### src/rtl/plx_pkg.sv
// Shared frame constants and helpers for the programming-link transceiver.
// Assumes a fixed frame: start, data, parity, two stops.
package plx_pkg;
    localparam int DATA_BITS  = 8;
    localparam int STOP_BITS  = 2;
    localparam int FRAME_BITS = 1 + DATA_BITS + 1 + STOP_BITS;
    localparam int CNT_W      = $clog2(FRAME_BITS + 1);

    typedef logic [FRAME_BITS-1:0] frame_t;

    // Frame in shift order, bit 0 leaves first.
    function automatic frame_t build_frame(input logic [DATA_BITS-1:0] d);
        return {{STOP_BITS{1'b1}}, ^d, d, 1'b0};
    endfunction

    localparam frame_t BREAK_FRAME = '1;
endpackage

### src/rtl/plx_tick_gen.sv
// Free-running link clock divider.
// One tick every RELOAD+1 system clocks; the link clock toggles on every tick.
// It marks which tick makes a rising edge and which makes a falling edge.
module plx_tick_gen #(
    parameter int RELOAD = 80
) (
    input  logic clk,
    input  logic rst_n,
    output logic link_clk,
    output logic rise_tick,
    output logic fall_tick
);
    localparam int CW = (RELOAD < 1) ? 1 : $clog2(RELOAD + 1);

    logic [CW-1:0] cnt;
    logic          tick;

    assign tick      = (cnt == '0);
    assign rise_tick = tick & ~link_clk;
    assign fall_tick = tick &  link_clk;

    // Down-counter that reloads on each tick.
    always_ff @(posedge clk) begin
        if (!rst_n)    cnt <= CW'(RELOAD);
        else if (tick) cnt <= CW'(RELOAD);
        else           cnt <= cnt - 1'b1;
    end

    // Link clock flips on every tick.
    always_ff @(posedge clk) begin
        if (!rst_n)    link_clk <= 1'b0;
        else if (tick) link_clk <= ~link_clk;
    end

    AST_CLK_ONLY_ON_TICK: assert property (@(posedge clk) disable iff (!rst_n)
        !tick |=> $stable(link_clk));
endmodule

### src/rtl/plx_tx_ser.sv
// Transmit shifter: sends one frame LSB first, one bit per falling tick.
// Holds the line high while idle. It releases `active` one falling tick after
// the last bit, so the final stop bit lasts a full link period.
module plx_tx_ser
    import plx_pkg::*;
(
    input  logic   clk,
    input  logic   rst_n,
    input  logic   start,
    input  frame_t frame_in,
    input  logic   fall_tick,
    output logic   dq_out,
    output logic   active
);
    frame_t           sh;
    logic [CNT_W-1:0] left;

    // Load on start, then shift one bit out at each falling tick.
    always_ff @(posedge clk) begin
        if (!rst_n) begin
            active <= 1'b0;
            left   <= '0;
            sh     <= '1;
            dq_out <= 1'b1;
        end else if (start) begin
            active <= 1'b1;
            left   <= CNT_W'(FRAME_BITS);
            sh     <= frame_in;
        end else if (active && fall_tick) begin
            if (left != '0) begin
                dq_out <= sh[0];
                sh     <= {1'b1, sh[FRAME_BITS-1:1]};
                left   <= left - 1'b1;
            end else begin
                active <= 1'b0;
            end
        end
    end

    AST_TX_ON_FALL: assert property (@(posedge clk) disable iff (!rst_n)
        !fall_tick |=> $stable(dq_out));
    AST_TX_IDLE_HIGH: assert property (@(posedge clk) disable iff (!rst_n)
        !active |-> dq_out);
endmodule

### src/rtl/plx_rx_deser.sv
// Receive shifter: samples the line at rising ticks and waits at the frame
// start while the line is high. Bits enter from the top, so after a full
// frame the start bit has dropped out and the data sits in the low bits.
module plx_rx_deser
    import plx_pkg::*;
(
    input  logic                 clk,
    input  logic                 rst_n,
    input  logic                 start,
    input  logic                 rise_tick,
    input  logic                 dq_in,
    output logic [DATA_BITS-1:0] data,
    output logic                 valid,
    output logic                 perr,
    output logic                 active
);
    frame_t           sh;
    frame_t           sh_nx;
    logic [CNT_W-1:0] left;
    logic             hunting;

    assign sh_nx   = {1'b0, dq_in, sh[FRAME_BITS-2:1]};
    assign hunting = (left == CNT_W'(FRAME_BITS)) && dq_in;

    // Sample at rising ticks; publish byte and parity result after the last bit.
    always_ff @(posedge clk) begin
        if (!rst_n) begin
            active <= 1'b0;
            left   <= '0;
            sh     <= '0;
            data   <= '0;
            valid  <= 1'b0;
            perr   <= 1'b0;
        end else begin
            valid <= 1'b0;
            if (start) begin
                active <= 1'b1;
                left   <= CNT_W'(FRAME_BITS);
                sh     <= '0;
            end else if (active && rise_tick && !hunting) begin
                sh   <= sh_nx;
                left <= left - 1'b1;
                if (left == CNT_W'(1)) begin
                    active <= 1'b0;
                    valid  <= 1'b1;
                    data   <= sh_nx[DATA_BITS-1:0];
                    perr   <= ^sh_nx[DATA_BITS:0];
                end
            end
        end
    end

    AST_RX_ON_RISE: assert property (@(posedge clk) disable iff (!rst_n)
        (!rise_tick && !start) |=> $stable(sh));
    AST_RX_HUNT: assert property (@(posedge clk) disable iff (!rst_n)
        (active && !start && rise_tick && dq_in && left == CNT_W'(FRAME_BITS))
        |=> (left == CNT_W'(FRAME_BITS)));
    AST_RX_VALID_PULSE: assert property (@(posedge clk) disable iff (!rst_n)
        valid |=> !valid);
endmodule

### src/rtl/prog_link_xcvr.sv
// Top of the half-duplex programming-link transceiver. It arbitrates requests
// (send, then break, then receive), owns the data-pin drive enable, and ties
// the divider to the two shifters. Assumes the pin logic outside merges
// dq_out/dq_oe and returns the wire on dq_in.
module prog_link_xcvr
    import plx_pkg::*;
#(
    parameter int DIV_RELOAD = 80
) (
    input  logic                 clk,
    input  logic                 rst_n,
    input  logic                 send_req,
    input  logic [DATA_BITS-1:0] send_data,
    input  logic                 break_req,
    input  logic                 recv_req,
    input  logic                 dq_in,
    output logic                 link_clk,
    output logic                 dq_out,
    output logic                 dq_oe,
    output logic                 busy,
    output logic [DATA_BITS-1:0] rx_data,
    output logic                 rx_valid,
    output logic                 parity_err
);
    logic   rise_tick, fall_tick;
    logic   tx_active, rx_active;
    logic   go_send, go_break, go_recv;
    frame_t tx_frame;

    assign busy     = tx_active | rx_active;
    assign go_send  = send_req & ~busy;
    assign go_break = break_req & ~busy & ~send_req;
    assign go_recv  = recv_req & ~busy & ~send_req & ~break_req;

    // Choose the frame to load: data frame for send, all-high for break.
    always_comb begin
        tx_frame = go_send ? build_frame(send_data) : BREAK_FRAME;
    end

    // Pin ownership: take the wire for sending, release it for receiving.
    always_ff @(posedge clk) begin
        if (!rst_n)                   dq_oe <= 1'b1;
        else if (go_send || go_break) dq_oe <= 1'b1;
        else if (go_recv)             dq_oe <= 1'b0;
    end

    plx_tick_gen #(.RELOAD(DIV_RELOAD)) u_tick (
        .clk       (clk),
        .rst_n     (rst_n),
        .link_clk  (link_clk),
        .rise_tick (rise_tick),
        .fall_tick (fall_tick)
    );

    plx_tx_ser u_tx (
        .clk       (clk),
        .rst_n     (rst_n),
        .start     (go_send | go_break),
        .frame_in  (tx_frame),
        .fall_tick (fall_tick),
        .dq_out    (dq_out),
        .active    (tx_active)
    );

    plx_rx_deser u_rx (
        .clk       (clk),
        .rst_n     (rst_n),
        .start     (go_recv),
        .rise_tick (rise_tick),
        .dq_in     (dq_in),
        .data      (rx_data),
        .valid     (rx_valid),
        .perr      (parity_err),
        .active    (rx_active)
    );

    AST_OE_RELEASED: assert property (@(posedge clk) disable iff (!rst_n)
        rx_active |-> !dq_oe);
    AST_SINGLE_OWNER: assert property (@(posedge clk) disable iff (!rst_n)
        !(tx_active && rx_active));
    AST_IGNORE_WHILE_BUSY: assert property (@(posedge clk) disable iff (!rst_n)
        (tx_active && recv_req) |=> dq_oe);
    AST_VALID_ENDS_BUSY: assert property (@(posedge clk) disable iff (!rst_n)
        rx_valid |-> !busy);
endmodule

### config.mk
export PLATFORM = sky130hd
export DESIGN_NAME = prog_link_xcvr
export DESIGN_NICKNAME = d
export VERILOG_FILES = /design/src/rtl/plx_pkg.sv /design/src/rtl/plx_tick_gen.sv /design/src/rtl/plx_tx_ser.sv /design/src/rtl/plx_rx_deser.sv /design/src/rtl/prog_link_xcvr.sv
export SDC_FILE = /design/constraint.sdc
export NUM_CORES = 1
export LEC_CHECK = 0
export BUFFER_PORTS_ARGS = -buffer_cell sky130_fd_sc_hd__clkbuf_2
export CAP_MARGIN = 5
export CORE_ASPECT_RATIO = 1.25
export CORE_UTILIZATION = 50
export CTS_BUF_LIST = sky130_fd_sc_hd__clkbuf_4 sky130_fd_sc_hd__clkbuf_8 sky130_fd_sc_hd__clkbuf_16
export CTS_CLUSTER_DIAMETER = 150
export DETAILED_ROUTE_END_ITERATION = 6
export PLACE_DENSITY = 0.75
export RECOVER_POWER = 50
export SYNTH_ARGS = -nofsm -noshare
export SYNTH_HDL_FRONTEND = slang
export SYNTH_HIERARCHICAL = 1
export SYNTH_SLANG_ARGS = --single-unit
### constraint.sdc
create_clock -name clk -period 2.8 [get_ports clk]
set_input_delay 0.56 -clock clk [delete_from_list [all_inputs] [get_ports clk]]
set_output_delay 0.56 -clock clk [all_outputs]
set_load 0.05 [all_outputs]
# Word-level counts from Yosys, hierarchy flattened
# Index checks and enable logic that the tools add are counted.
[totals] word_cells=80 in_bits=14 ff_bits=53
[classes] mux=16 n_eq_ne=3 bitwise=18 add_sub_neg=3 n_reduce_logical=25
[op_table] operator="$mux 12" count=3
[op_table] operator="$mux 4" count=5
[op_table] operator="$mux 10" count=1
[op_table] operator="$reduce_xor 9->1" count=1
[op_table] operator="$and 1x1->1" count=8
[op_table] operator="$not 1->1" count=8
[op_table] operator="$reduce_and 2->1" count=4
[op_table] operator="$reduce_bool 2->1" count=4
[op_table] operator="$reduce_or 2->1" count=4
[op_table] operator="$reduce_xor 8->1" count=1
[op_table] operator="$sub 4x1->4 const B" count=2
[op_table] operator="$logic_not 7->1" count=1
[op_table] operator="$mux 1" count=7
[op_table] operator="$sub 7x1->7 const B" count=1
[op_table] operator="$reduce_and 3->1" count=2
[op_table] operator="$eq 4x1->1 const B" count=1
[op_table] operator="$eq 4x4->1 const B" count=1
[op_table] operator="$logic_and 1x1->1" count=4
[op_table] operator="$reduce_bool 4->1" count=1
[op_table] operator="$reduce_or 3->1" count=1
[op_table] operator="$ne 2x1->1 const B" count=1
[op_table] operator="$or 1x1->1" count=2
[op_table] operator="$logic_not 1->1" count=1
[op_table] operator="$logic_or 1x1->1" count=1

# Longest topological paths before layout
# Gate-level depths: netlist of run 1.
[depth] ltp_word=7 ltp_mapped=9 ltp_nobuf=8

# Cells and area by module
# The synthesis of run 1 kept the hierarchy.
[modules_own_cells] module="plx_rx_deser" cells_each=121 n_inst=1 area_each_um2=1057.3
[modules_own_cells] module="plx_tx_ser" cells_each=115 n_inst=1 area_each_um2=988.4
[modules_own_cells] module="plx_tick_gen" cells_each=41 n_inst=1 area_each_um2=391.6
[modules_own_cells] module="prog_link_xcvr" cells_each=29 n_inst=1 area_each_um2=191.4

# Worst setup path before layout of run 1
# No wires, ideal clock.
[synth_timing] path_type="register -> register" from="register u_tick.cnt[5]" to="register u_tx.sh[10]" required_ns=2.709 path_stages_with_launch=9 path_buffers=3 path_slack_ns=0.665 setup_ns=0.091 t_arrival_ns=2.044 path_cell_list="dfxtp_1 > or4_4 > buf_6 > nor3_1 > and2_1 > buf_2 > buf_4 > a21oi_1 > a311oi_1"
[synth_between] elab_chain_cells=5
[synth_lines] element="start, declared" line_no="plx_tick_gen.sv:15" source="logic [CW-1:0] cnt;"
[synth_lines] element="start signal, assigned" line_no="plx_tick_gen.sv:24" source="if (!rst_n) cnt <= CW'(RELOAD);"
[synth_lines] element="start signal, assigned" line_no="plx_tick_gen.sv:25" source="else if (tick) cnt <= CW'(RELOAD);"
[synth_lines] element="start signal, assigned" line_no="plx_tick_gen.sv:26" source="else cnt <= cnt - 1'b1;"
[synth_lines] element="$logic_not 7->1" line_no="plx_tick_gen.sv:18" source="assign tick = (cnt == '0);"
[synth_lines] element="$and 1x1->1" line_no="plx_tick_gen.sv:20" source="assign fall_tick = tick & link_clk;"
[synth_lines] element="via fall_tick" line_no="prog_link_xcvr.sv:25" source="logic rise_tick, fall_tick;"
[synth_lines] element="$logic_and 1x1->1" line_no="plx_tx_ser.sv:29" source="end else if (active && fall_tick) begin"
[synth_lines] element="$reduce_bool 2->1 (no line)"
[synth_lines] element="$reduce_and 2->1 (no line)"
[synth_lines] element="end signal, assigned" line_no="plx_tx_ser.sv:28" source="sh <= frame_in;"
[synth_lines] element="end signal, assigned" line_no="plx_tx_ser.sv:32" source="sh <= {1'b1, sh[FRAME_BITS-1:1]};"
[synth_lines] element="end, declared" line_no="plx_tx_ser.sv:15" source="frame_t sh;"
# The timed path passes the listed nets, and every way through them passes these cells.
# A chain may end at the register's enable or synchronous reset.

# Worst setup path in the final report of run 1
[layout_timing] from="register u_tick.cnt[5]" to="register u_rx.left[1]"
[layout_between] elab_chain_cells=4
[layout_lines] element="$logic_not 7->1" line_no="plx_tick_gen.sv:18"
[layout_lines] element="$and 1x1->1" line_no="plx_tick_gen.sv:19" source="assign rise_tick = tick & ~link_clk;"
[layout_lines] element="via rise_tick" line_no="prog_link_xcvr.sv:25"
[layout_lines] element="$logic_and 1x1->1 (2 in a row)" line_no="plx_rx_deser.sv:40" source="end else if (active && rise_tick && !hunting) begin"
[layout_lines] element="end signal, assigned" line_no="plx_rx_deser.sv:38" source="left <= CNT_W'(FRAME_BITS);"
[layout_lines] element="end signal, assigned" line_no="plx_rx_deser.sv:42" source="left <= left - 1'b1;"
[layout_lines] element="end, declared" line_no="plx_rx_deser.sv:19" source="logic [CNT_W-1:0] left;"
# The timed path passes the listed nets, and every way through them passes these cells.

==> out/metrics.cfg, run 1 <==
[job]
maxCapViolCount=0

[yosys]
synth_area_um2=2629
synth_top_family_by_area=simple AND/OR/NAND/NOR gates
synth-async-reset-ratio_pct=0
synth_cell_types=52
yosys.area_share.xor_xnor_pct=6.854
synth-simple-area-share_pct=26.75
ys_seq_area_share_pct=39.60
synthFlopType=dfxtp_1
ys_ff_latch=52
yosysWarnings=6
synthMuxAreaShare_pct=0.3808
synth_compound_area_share_pct=16.28
synth_edf_count=0
postSynthCellCount=306
synthAdderAreaFrac_pct=2.856
avgSynthCellArea_um2=8.591

[worst_setup_path]
end_kind=register
max_stage_delay_ps=690
reg2regPathDepth=7
rr_startpoint=u_tick/cnt[5]
worstSetupPathType=register to register
cp_data_arrival_time_ps=2620
crit_path_top_delay_cell=or4_1
critPathLaunch=u_tick/cnt[5]
regToRegSetupSlack_ps=400
rr_endpoint=u_rx/left[1]
crit_fanout=13
cp_cell_sequence=or4_1 -> nor3_4 -> nand2_1 -> nor2b_1 -> clkbuf_1 -> nor2_1 -> a211oi_1
cp.required_ps=3020
startpoint_type=register

[cells_and_area]
seq_area_um2=1041
nNetsFinal=351
multi_input_area_um2=1389
fillers=487
fin_util_pct=56.18
drive_above_1_share_pct=13.55
final_area_um2=2854
n_antenna_cell=0
syn_to_final_growth_pct=8.567

[min_path]
hp-start=u_tick/cnt[0]
min_to=u_tick/cnt[0]
hold_path.class=register to register
min_path_cells=1

[grt]
grt_overflow_total=0
grt_pass1_vias=1990
grt_max_degree=39
antenna_found_initial=0
grt.total_usage_pct=20.07
grt_pass1_wl_um=8694

[clock_network]
clkSinkCount=52
ctsResizeCount=0
cts_buffer_depth=2
numCtsBuffers=5
cts_root_buf=clkbuf_8
cts_hold_buffers=0
clkTransAtPathRegs_ps=90
cts_tree=done
postCtsSetupBuffers=0
clock_latency_ps=300
h-tree-depth=2

[sta]
hold_viol=0
max_freq_ghz=0.4161
fin_crit_sh_pct=85.83
tightest_slew_ps=694.9
finalCriticalPeriod_ps=2403
rsz0062_at_grt=no
setup-violations-final=0
drv_slew=0
clock_skew_ps=5.682
timing.hold.ws_ps=444.4
slew_headroom_pct=53.68
tns_ps=0

[route]
postRouteAntennaNets=0
wl_per_cell_um=12.71
vias_per_cell=5.444
vias=2145
drtIter0Drc=83
drc=0
first_pass_iters=4
drt-total-wl_um=5008

[pwr]
p_per_area_nw_per_um2=518.2
total_leakage_power_uw=0.001114
ir_drop_uv=277.7
fin_total_pwr_uw=1479

[floorplanning]
die-area_um2=5553
dieWidth_um=66.86
dieHeight_um=83.07
floorplan.initialDensity_pct=51.75
num_rows=29
core_um2=5080
ioPinCount=28

[placed_design]
place_congestion=0.7745
io_buffers=27
hpwl_um=3465
place_area_um2=2796

[run_status]
status=complete, no violations

[cell families (layout without fill, tap and decap cells)]
group	after synthesis	count (layout)
AND/OR/NAND/NOR	125	125
AO/OA/AOI/OAI	62	62
flip-flops	52	52
buffers and inverters	40	65
XOR/XNOR	19	19
adder cells (fa/ha/maj)	6	6
other	1	2
multiplexers	1	1
[cells in the final DEF, fill, tap and decap left out, types with 2 or more instances in the layout]
cell / count
or4_1: 2
or3b_2: 9
nand2_1: 34
a311oi_1: 11
conb_1: 2
clkbuf_2: 13
a21oi_1: 31
nand3_1: 12
and3_1: 3
buf_4: 5
inv_1: 23
nand2b_1: 10
xnor2_1: 15
clkbuf_1: 16
nand4_1: 2
nor3b_1: 2
a31oi_1: 2
and2_1: 2
xor2_1: 3
dfxtp_1: 52
nor3_1: 16
and4_4: 2
o21ai_0: 6
ha_1: 6
clkbuf_8: 6
o21a_1: 4
nor2_1: 19
[per-stage QoR]
stage,setup WS [ps],instances
final,396.7,394
after global routing,208.9,394
after CTS,529.9,394
after detailed placement,573.1,386
after global placement,681.6,386
after floorplan,665.3,307
[power breakdown]
part / total (uW) / switching, uW / internal [uW]
Combinational: 218 / 134 / 84.1
Sequential: 804 / 30.2 / 774
Clock: 457 / 246 / 211
Total: 1480 / 410 / 1070
[cell type report]
type,instances,share of cell area (%)
Clock inverter,1,0.2630
Sequential cell,52,36.48
Clock buffer,7,3.157
Inverter,23,3.025
Timing Repair Buffer,34,5.699
Multi-Input combinational cell,215,48.66
Tap cell,62,2.718
[worst max-delay path by stage]
stage,to,slack [ps]
2_1_floorplan,u_tx/sh[10],670
3_3_place_gp,u_tx/sh[0],680
3_5_place_dp,u_tx/left[3],570
4_1_cts,u_tx/left[3],530
5_1_grt,u_rx/left[1],210
6_report,u_rx/left[1],400
[critical path, delay by kind of cell, from the launching register on]
family / cells / cell delay (ps)
compound gates: 1 / 210
buf+inv: 1 / 450
flops: 1 / 350
simple gates: 5 / 1310
[cells in the mapped netlist, drive strengths merged, types with 2 or more instances]
master | instances | area [um2]
or4 | 2 | 18.77
o21a | 4 | 30.03
a21oi | 31 | 155.2
a311oi | 12 | 111.4
nor3 | 17 | 96.35
and3 | 3 | 18.77
nand3 | 12 | 60.06
and4 | 2 | 22.52
buf | 12 | 82.57
dfxtp | 52 | 1041
nand4 | 2 | 12.51
clkbuf | 5 | 18.77
xor2 | 3 | 26.28
a31oi | 2 | 12.51
nor2 | 19 | 71.32
or3b | 10 | 87.59
nor3b | 3 | 33.78
o21ai | 6 | 41.29
nand2 | 35 | 138.9
ha | 6 | 75.07
and2 | 2 | 12.51
xnor2 | 15 | 131.4
inv | 23 | 86.33
nand2b | 11 | 71.32
[flip-flops by register name (all words and copies together), names as in the netlist]
| name | flops |
|---|---|
| u_rx/valid | 1 |
| dq_oe | 1 |
| u_rx/left | 4 |
| u_tx/sh | 12 |
| u_tick/cnt | 7 |
| u_tx/left | 4 |
| u_rx/active | 1 |
| u_rx/data | 8 |
| u_rx/perr | 1 |
| u_rx/sh | 10 |
| u_tx/active | 1 |
| u_tick/link_clk | 1 |
| u_tx/dq_out | 1 |
[metal layers]
layer	global-route usage (%)	vias up	part of all wire [%]
li1	-	1097	-
met1	23.83	1003	44
met2	34.25	37	51
met3	4.121	8	3.4
met4	7.930	0	1.6
met5	0	-	0
Note: power is estimated with default switching activity, not from simulation.
==> inputs of run 2 (changes only) <==
--- a/config.mk
+++ b/config.mk
@@ -7,12 +7,14 @@
 export LEC_CHECK = 0
 export BUFFER_PORTS_ARGS = -buffer_cell sky130_fd_sc_hd__clkbuf_2
 export CAP_MARGIN = 5
+export CELL_PAD_IN_SITES_DETAIL_PLACEMENT = 1
+export CELL_PAD_IN_SITES_GLOBAL_PLACEMENT = 1
 export CORE_ASPECT_RATIO = 1.25
-export CORE_UTILIZATION = 50
+export CORE_UTILIZATION = 44
 export CTS_BUF_LIST = sky130_fd_sc_hd__clkbuf_4 sky130_fd_sc_hd__clkbuf_8 sky130_fd_sc_hd__clkbuf_16
 export CTS_CLUSTER_DIAMETER = 150
 export DETAILED_ROUTE_END_ITERATION = 6
-export PLACE_DENSITY = 0.75
+export PLACE_DENSITY = 0.84
 export RECOVER_POWER = 50
 export SYNTH_ARGS = -nofsm -noshare
 export SYNTH_HDL_FRONTEND = slang
==> out/metrics.cfg, run 2 (synthesis gave the netlist of run 1 again) <==
[worst_setup_path]
crit_path_top_delay_cell=or4_1
worstSetupPathType=register to register
end_kind=register
cp_top_family=simple AND/OR/NAND/NOR gates
cp_data_arrival_time_ps=2570  ; -50 ps
worst-path-buf-inv=0  ; -1
startpoint_type=register
cp.required_ps=3010  ; about the same
crit_fanout=12  ; -1
cp_cell_sequence=or4_1 -> nor3_4 -> and3b_1 -> nand2_4 -> and3_1 -> a211o_1
max_stage_delay_ps=690  ; about the same
regToRegSetupSlack_ps=440  ; +40 ps

[placed_design]
place_congestion=0.7539  ; -2.7%
io_buffers=27  ; unchanged
dp_cells=390  ; +1.0%
hpwl_um=4480  ; +29%

[route]
drtIter0Drc=92  ; +11%
drc=4  ; +4
wl_per_cell_um=15.04  ; +18%
vias_per_cell=5.525  ; +1.5%
postRouteAntennaNets=0  ; unchanged
drt-total-wl_um=5985  ; +20%
first_pass_iters=6  ; +2
vias=2199  ; +2.5%

[cells_and_area]
nNetsFinal=351  ; unchanged
largest_registers=u_tx/sh x12, u_rx/sh x10, u_rx/data x8
largest_register=u_tx/sh
syn_to_final_growth_pct=8.663  ; about the same
fillers=711  ; +46%
fin_util_pct=49.43  ; -6.8 points
largest_reg_flops=12  ; unchanged
n_antenna_cell=0  ; unchanged
final_cell_mix=52 x dfxtp_1, 34 x nand2_1, 31 x a21oi_1
drive_above_1_share_pct=13.86  ; +0.30 points
layout_commonest_cell=dfxtp_1
finalNonFillerCells=398  ; +1.0%

[clock_network]
h-tree-depth=2  ; unchanged
cts_hold_buffers=0  ; unchanged
cts_root_buf=clkbuf_8
clkSinkCount=52  ; unchanged
cts_tree=done
numCtsBuffers=5  ; unchanged
clock_latency_ps=310  ; about the same
ctsResizeCount=0  ; unchanged
cts_buffer_depth=2  ; unchanged
clkTransAtPathRegs_ps=100  ; about the same
postCtsSetupBuffers=0  ; unchanged

[sta]
max_freq_ghz=0.4240  ; +1.9%
timing.hold.ws_ps=454.5  ; +10.15 ps
clock_skew_ps=7.916  ; +2.234 ps
fin_crit_sh_pct=84.24  ; -1.6 points
tns_ps=0  ; unchanged
hold_viol=0  ; unchanged
finalCriticalPeriod_ps=2359  ; -44.59 ps
setup-violations-final=0  ; unchanged
drv_slew=0  ; unchanged
tightest_slew_ps=710.9  ; +16.01 ps
slew_headroom_pct=52.61  ; -1.1 points
rsz0062_at_grt=no

[pwr]
fin_total_pwr_uw=1470  ; -0.60%
ir_drop_uv=254.0  ; -8.5%
total_leakage_power_uw=0.001119  ; +0.44%
p_per_area_nw_per_um2=514.7  ; -0.68%

[grt]
grt_pass1_vias=2279  ; +15%
grt_overflow_total=0  ; unchanged
grt_pass1_wl_um=10180  ; +17%
grt.total_usage_pct=20.22  ; +0.15 points
grt_max_degree=39  ; unchanged
antenna_found_initial=0  ; unchanged

[floorplanning]
core_um2=5779  ; +14%
floorplan.initialDensity_pct=45.49  ; -6.3 points
die-area_um2=6290  ; +13%
num_rows=31  ; +6.9%
dieHeight_um=88.42  ; +6.4%
ioPinCount=28  ; unchanged
dieWidth_um=71.14  ; +6.4%

[run_status]
status=finished with violations
violations=design-rule violations

[min_path]
hold_path.class=register to register

[job]
maxCapViolCount=0  ; unchanged

-- run 2: cell count changes in the layout (fill, tap and decap cells not counted), sizes merged --
cell / delta
clkinvlp: -1
buf: +1
clkinv: +2
inv: +1
clkbuf: -3
-- run 2: cell type report --
cell class              instances  area [um2]  area share, %
inverters                      23       86.33          3.022
multi-input cells             215        1389          48.62
flip-flops and latches         52        1041          36.44
clock buffers                   5       68.82          2.409
well taps                      66       82.58          2.891
clock inverters                 3       22.52         0.7884
repair buffers                 34       166.4          5.826
-- run 2: worst paths after layout --
| kind | start | endpoint | cells past startpoint |
|---|---|---|---|
| setup / recovery | u_tick/cnt[5] | u_rx/perr | 6 |
| hold / removal | u_tick/cnt[0] | u_tick/cnt[0] | 1 |
| setup reg to reg | u_tick/cnt[5] | u_rx/perr | 6 |
| hold reg to reg | u_tick/cnt[0] | u_tick/cnt[0] | 1 |
-- run 2: report_power, final --
group / internal (uW) / switching, uW
clock network: 180 / 263
registers: 774 / 29.5
logic: 84.1 / 140
-- run 2: stage by stage --
stage	area [um2]	setup WS, ps
global route	2856	273.5
global placement	2801	643.9
detailed placement	2801	532.7
finish	2856	441.3
floorplan	2633	665.3
CTS	2893	505.2
-- run 2: layer usage --
metal  vias to the layer above  wire length, um  GRT usage (%)
met1                      1058             2477          22.44
met2                        37             3280          39.60
met5                         -                0              0
li1                       1099                -              -
met4                         0               62          5.455
met3                         5              165          3.531
